$ cat src/rtl/aud_pkg.sv
package aud_pkg;
  localparam logic [1:0] ADDR_CTL = 2'd0;
  localparam logic [1:0] ADDR_VOL = 2'd1;
  localparam logic [1:0] ADDR_CNT = 2'd2;
  localparam logic [1:0] ADDR_TRG = 2'd3;

  localparam int B_PLAY  = 0;
  localparam int B_SRATE = 1;
  localparam int B_IEN   = 2;
  localparam int B_ISTAT = 3;
  localparam int B_ARM   = 4;
  localparam int B_CLR   = 5;
  localparam int B_DRATE = 6;

  typedef struct packed {
    logic drate;
    logic arm;
    logic ien;
    logic srate;
    logic play;
  } ctl_t;
endpackage

$ cat src/rtl/aud_reg_file.sv
module aud_reg_file
  import aud_pkg::*;
#(
  parameter int DW    = 32,
  parameter int VOL_W = 16,
  parameter int TRG_W = 31
) (
  input  logic             clk,
  input  logic             rst_n,
  input  logic             bus_sel,
  input  logic             bus_we,
  input  logic [1:0]       bus_addr,
  input  logic [DW-1:0]    bus_wdata,
  output ctl_t             ctl,
  output logic [VOL_W-1:0] vol,
  output logic [TRG_W-1:0] trig,
  output logic             cnt_clr,
  output logic             stat_ack
);
  logic wr_ctl, wr_vol, wr_trg;
  ctl_t ctl_d, ctl_q;
  logic [VOL_W-1:0] vol_d, vol_q;
  logic [TRG_W-1:0] trg_d, trg_q;
  logic unused_wd;

  assign wr_ctl = bus_sel & bus_we & (bus_addr == ADDR_CTL);
  assign wr_vol = bus_sel & bus_we & (bus_addr == ADDR_VOL);
  assign wr_trg = bus_sel & bus_we & (bus_addr == ADDR_TRG);
  assign unused_wd = ^bus_wdata;

  always_comb begin
    ctl_d = ctl_q;
    if (wr_ctl) begin
      ctl_d.play  = bus_wdata[B_PLAY];
      ctl_d.srate = bus_wdata[B_SRATE];
      ctl_d.ien   = bus_wdata[B_IEN];
      ctl_d.arm   = bus_wdata[B_ARM];
      ctl_d.drate = bus_wdata[B_DRATE];
    end
    vol_d = wr_vol ? bus_wdata[VOL_W-1:0] : vol_q;
    trg_d = wr_trg ? bus_wdata[TRG_W-1:0] : trg_q;
  end

  always_ff @(posedge clk or negedge rst_n) begin
    if (!rst_n) begin
      ctl_q <= '0;
      vol_q <= '0;
      trg_q <= '0;
    end else begin
      ctl_q <= ctl_d;
      vol_q <= vol_d;
      trg_q <= trg_d;
    end
  end

  assign ctl      = ctl_q;
  assign vol      = vol_q;
  assign trig     = trg_q;
  assign cnt_clr  = wr_ctl & bus_wdata[B_CLR];
  assign stat_ack = wr_ctl & bus_wdata[B_ISTAT];
endmodule

$ cat src/rtl/aud_sample_cnt.sv
module aud_sample_cnt #(
  parameter int CW = 31
) (
  input  logic          clk,
  input  logic          rst_n,
  input  logic          play,
  input  logic          rate_sel,
  input  logic          strobe_lo,
  input  logic          strobe_hi,
  input  logic          clr,
  output logic [CW-1:0] cnt,
  output logic [CW-1:0] cnt_nxt,
  output logic          step
);
  logic          strb;
  logic [CW-1:0] cnt_d, cnt_q;

  assign strb    = rate_sel ? strobe_hi : strobe_lo;
  assign step    = play & strb & ~clr;
  assign cnt_nxt = cnt_q + CW'(1);

  always_comb begin
    cnt_d = cnt_q;
    if (clr)       cnt_d = '0;
    else if (step) cnt_d = cnt_nxt;
  end

  always_ff @(posedge clk or negedge rst_n) begin
    if (!rst_n) cnt_q <= '0;
    else        cnt_q <= cnt_d;
  end

  assign cnt = cnt_q;
endmodule

$ cat src/rtl/aud_irq_unit.sv
module aud_irq_unit (
  input  logic clk,
  input  logic rst_n,
  input  logic set_req,
  input  logic ack,
  input  logic ien,
  output logic stat,
  output logic irq
);
  logic stat_d, stat_q;

  always_comb begin
    stat_d = stat_q;
    if (set_req)  stat_d = 1'b1;
    else if (ack) stat_d = 1'b0;
  end

  always_ff @(posedge clk or negedge rst_n) begin
    if (!rst_n) stat_q <= 1'b0;
    else        stat_q <= stat_d;
  end

  assign stat = stat_q;
  assign irq  = stat_q & ien;
endmodule

$ cat src/rtl/aud_stream_ctl.sv
module aud_stream_ctl
  import aud_pkg::*;
#(
  parameter int DW    = 32,
  parameter int CW    = 31,
  parameter int VOL_W = 16
) (
  input  logic          clk,
  input  logic          rst_n,
  input  logic          bus_sel,
  input  logic          bus_we,
  input  logic [1:0]    bus_addr,
  input  logic [DW-1:0] bus_wdata,
  output logic [DW-1:0] bus_rdata,
  input  logic          strobe_lo,
  input  logic          strobe_hi,
  output logic          irq
);
  localparam int CNT_PAD = DW - CW;
  localparam int VOL_PAD = DW - VOL_W;

  ctl_t             ctl;
  logic [VOL_W-1:0] vol;
  logic [CW-1:0]    trig, cnt, cnt_nxt;
  logic             cnt_clr, stat_ack, step, stat, hit;

  aud_reg_file #(.DW(DW), .VOL_W(VOL_W), .TRG_W(CW)) u_regs (
    .clk(clk), .rst_n(rst_n), .bus_sel(bus_sel), .bus_we(bus_we),
    .bus_addr(bus_addr), .bus_wdata(bus_wdata), .ctl(ctl), .vol(vol),
    .trig(trig), .cnt_clr(cnt_clr), .stat_ack(stat_ack)
  );

  aud_sample_cnt #(.CW(CW)) u_cnt (
    .clk(clk), .rst_n(rst_n), .play(ctl.play), .rate_sel(ctl.srate),
    .strobe_lo(strobe_lo), .strobe_hi(strobe_hi), .clr(cnt_clr),
    .cnt(cnt), .cnt_nxt(cnt_nxt), .step(step)
  );

  assign hit = step & ctl.arm & (cnt_nxt == trig);

  aud_irq_unit u_irq (
    .clk(clk), .rst_n(rst_n), .set_req(hit), .ack(stat_ack),
    .ien(ctl.ien), .stat(stat), .irq(irq)
  );

  always_comb begin
    bus_rdata = '0;
    case (bus_addr)
      ADDR_CTL: begin
        bus_rdata[B_PLAY]  = ctl.play;
        bus_rdata[B_SRATE] = ctl.srate;
        bus_rdata[B_IEN]   = ctl.ien;
        bus_rdata[B_ISTAT] = stat;
        bus_rdata[B_ARM]   = ctl.arm;
        bus_rdata[B_DRATE] = ctl.drate;
      end
      ADDR_VOL: bus_rdata = {{VOL_PAD{1'b0}}, vol};
      ADDR_CNT: bus_rdata = {{CNT_PAD{1'b0}}, cnt};
      default:  bus_rdata = {{CNT_PAD{1'b0}}, trig};
    endcase
  end
endmodule

$ cat config.mk
export PLATFORM = sky130hd
export DESIGN_NAME = aud_stream_ctl
export DESIGN_NICKNAME = d
export VERILOG_FILES = /design/src/rtl/aud_pkg.sv /design/src/rtl/aud_reg_file.sv /design/src/rtl/aud_sample_cnt.sv /design/src/rtl/aud_irq_unit.sv /design/src/rtl/aud_stream_ctl.sv
export SDC_FILE = /design/constraint.sdc
export NUM_CORES = 1
export LEC_CHECK = 0
export BUFFER_PORTS_ARGS = -buffer_cell sky130_fd_sc_hd__buf_4
export CAP_MARGIN = 20
export CORE_ASPECT_RATIO = 1.1
export CORE_UTILIZATION = 40
export DETAILED_ROUTE_END_ITERATION = 10
export SETUP_SLACK_MARGIN = 0.1
export SLEW_MARGIN = 20
export SYNTH_ARGS = -nofsm -noshare
export SYNTH_HDL_FRONTEND = slang
export SYNTH_SLANG_ARGS = --single-unit
$ cat constraint.sdc
create_clock -name clk -period 3.69 [get_ports clk]
set_clock_uncertainty 0.2 [all_clocks]
set_input_delay 0.738 -clock clk [delete_from_list [all_inputs] [get_ports clk]]
set_output_delay 0.738 -clock clk [all_outputs]
set_load 0.01 [all_outputs]
==> results.txt <==
Post-CTS Setup Bufs -> 0
GRT overflow -> 0
Pins Over Slew Limit -> 0
DP Area -> 5760 µm²
worst-margin pin slew -> 0.785 ns
Seq cells post-synth -> 84
clock tree from TritonCTS -> yes
Net count, final -> 589
Worst R2R End -> u_irq.stat
Synth top cells by count -> 84 x dfrtp_1, 61 x mux2_2, 43 x xnor2_1
final hold vios -> 0
total die area -> 13300 µm²
R2R Setup Slk -> 0.48 ns
count leader, synth -> dfrtp_1
initial DRC count -> 201
sequential cell area -> 2100 µm²
clk_lat worst skew -> 0.34 ns
top post-synthesis cells by area -> dfrtp_1 41%, mux2_2 13%, xnor2_1 7.3%
core footprint -> 12600 µm²
clock sink count -> 84
worst-path fanout max -> 13
WL final -> 12.3 mm
crit start category -> register
worst vdd ir -> 0.341 mV
Primary FF master, synth -> dfrtp_1
leakage -> 2.53 nW
maximum root-to-sink buffer count -> 2
unrepaired setup endpoints after global routing -> no
Vias -> 3865
clk slew on worst S/H paths -> 0.06 ns
Detailed Place HPWL -> 8.56 mm
first-pass GRT wire length -> 19.8 mm
reg2reg start -> u_cnt.cnt[0]
leading area contributor after synthesis -> dfrtp_1
Die X -> 110 µm
synthesized area per cell -> 10.3 µm²
initial antenna violation count -> 0
area grow syn2layout -> 17.2%
fin crit period -> 3.21 ns
I/O pin cnt -> 73
CTS buffer count -> 9
synth unique cells -> 53
Final Setup Violations -> 0
outcome -> completed
Slew headroom -> 47.7%
yosys warns -> 0
overall power -> 2.74 mW
period utilisation layout -> 86.9%
Post-synth EDFFs -> 0
First-pass DRT Iterations -> 4
Routed Antenna Nets -> 0
Worst EP arrival -> 3.25 ns
final antenna diode count -> 0
synthesized area -> 5150 µm²
Vias/cell -> 5.44
Hold Path Class -> in2async
max-cap viol count -> 0
CTS resizes -> 0
H-Tree Depth -> 3
setup TNS -> 0 ns
Mapped Cells -> 499
WL/cell -> 17.3 µm
Async S/R FF share, synth -> 100%
Overall Global Routing Usage -> 19.6%
Post-CTS Hold Fix Bufs -> 0
sequential cell area fraction in the yosys report -> 40.8%
pre-CTS setup slack -> 0.582 ns
footprint of the multi-input gates -> 2860 µm²
GPL Wtd Cong -> 0.854
Power Density -> 454 nW/µm²
Crit Path Class -> reg2reg
Worst Hold Slack -> 0.254 ns
vias in the first global route -> 3823
post-synth top area share -> 40.8%
Final WS setup -> 0.483 ns
Die H -> 121 µm
required time worst endpoint -> 3.73 ns
largest net degree at the start of global routing -> 85
share of cells above drive strength 1 -> 30.6%
Max Freq -> 312 MHz
DRC viols -> 0
Root Buffer -> clkbuf_16
Filler cells -> 1193
Synthesized Nets -> 540
Initial Util -> 40.9%
num rows -> 43
Design Area, Final -> 6030 µm²
R2R depth -> 8
crit path capture type -> register
Port Buffers -> 70
-- kinds of logic (layout without fill, tap and decap cells) --
kind of cell | Yosys count | count (layout) | synth area share, %
AOI/OAI and AO/OA | 55 | 55 | 7.05
xor gates and xnor gates | 64 | 64 | 11.2
adders and majority gates | 1 | 1 | 0.243
buffers and inverters | 44 | 98 | 3.55
DFF | 84 | 84 | 40.8
muxes | 86 | 86 | 19.7
other | 1 | 1 | 0.0729
and+or+nand+nor | 164 | 164 | 17.4
-- where the power goes --
group	total (mW)	leakage, nW	switching, mW	internal [mW]
Clock	0.825	0.131	0.374	0.452
Combinational	0.686	1.34	0.297	0.389
Sequential	1.23	1.07	0.157	1.07
-- through the flow --
step	std cells	util, %
3_5_place_dp	694	45.8
3_3_place_gp	694	45.8
5_1_grt	710	47.9
6_report	710	47.9
2_1_floorplan	499	-
4_1_cts	710	47.9
-- metal layers --
layer | up-vias | GRT usage, % | routed length, µm
met5 | - | 0 | 0
met4 | 0 | 5.35 | 102
met3 | 10 | 4.51 | 476
met2 | 72 | 32.1 | 5960
met1 | 1913 | 25.7 | 5750
li1 | 1870 | - | -
-- state kept, by name (all words and copies together) (netlist names) --
register     cells
u_regs.ctl       5
u_cnt.cnt       31
u_regs.vol      16
u_regs.trig     31
u_irq.stat       1
-- layout by cell type, fill, tap and decap left out, types with 7 or more instances in the layout --
cell	n
or3_1	15
buf_4	77
nor2_1	31
xor2_1	20
nand3_1	13
o21ai_0	15
dfrtp_1	84
xnor2_1	43
mux2i_1	18
mux2_2	61
a22o_1	10
nor3_1	14
nand4_1	12
clkbuf_16	9
nand2_1	27
nor4_1	7
a21oi_1	16
nor2b_1	17
-- critical path, cell delays in order, from the launching register on --
cell and delay, ns:
dfrtp_1 0.47, ha_1 0.32, nand3_1 0.22, or2_1 0.44, nor3_1 0.33, xnor2_1 0.11
a2111oi_0 0.53, o21ai_0 0.20, o41ai_2 0.29
-- final cells by class --
type | instances | share of cell area [%]
clock buffers | 9 | 3.73
clock inverters | 7 | 0.726
inverters | 4 | 0.249
multi-input cells | 371 | 47.4
flip-flops and latches | 84 | 34.8
well taps | 157 | 3.26
repair buffers | 78 | 9.77
-- worst max path at each step --
stage | start | endpoint
6_report | u_cnt.cnt[0] | u_irq.stat
5_1_grt | u_cnt.cnt[0] | u_irq.stat
4_1_cts | u_cnt.cnt[0] | u_irq.stat
3_5_place_dp | u_cnt.cnt[0] | u_irq.stat
3_3_place_gp | u_cnt.cnt[0] | u_irq.stat
2_1_floorplan | bus_addr[0] | bus_rdata[0]
No activity file was read; power rests on OpenSTA's default activity.
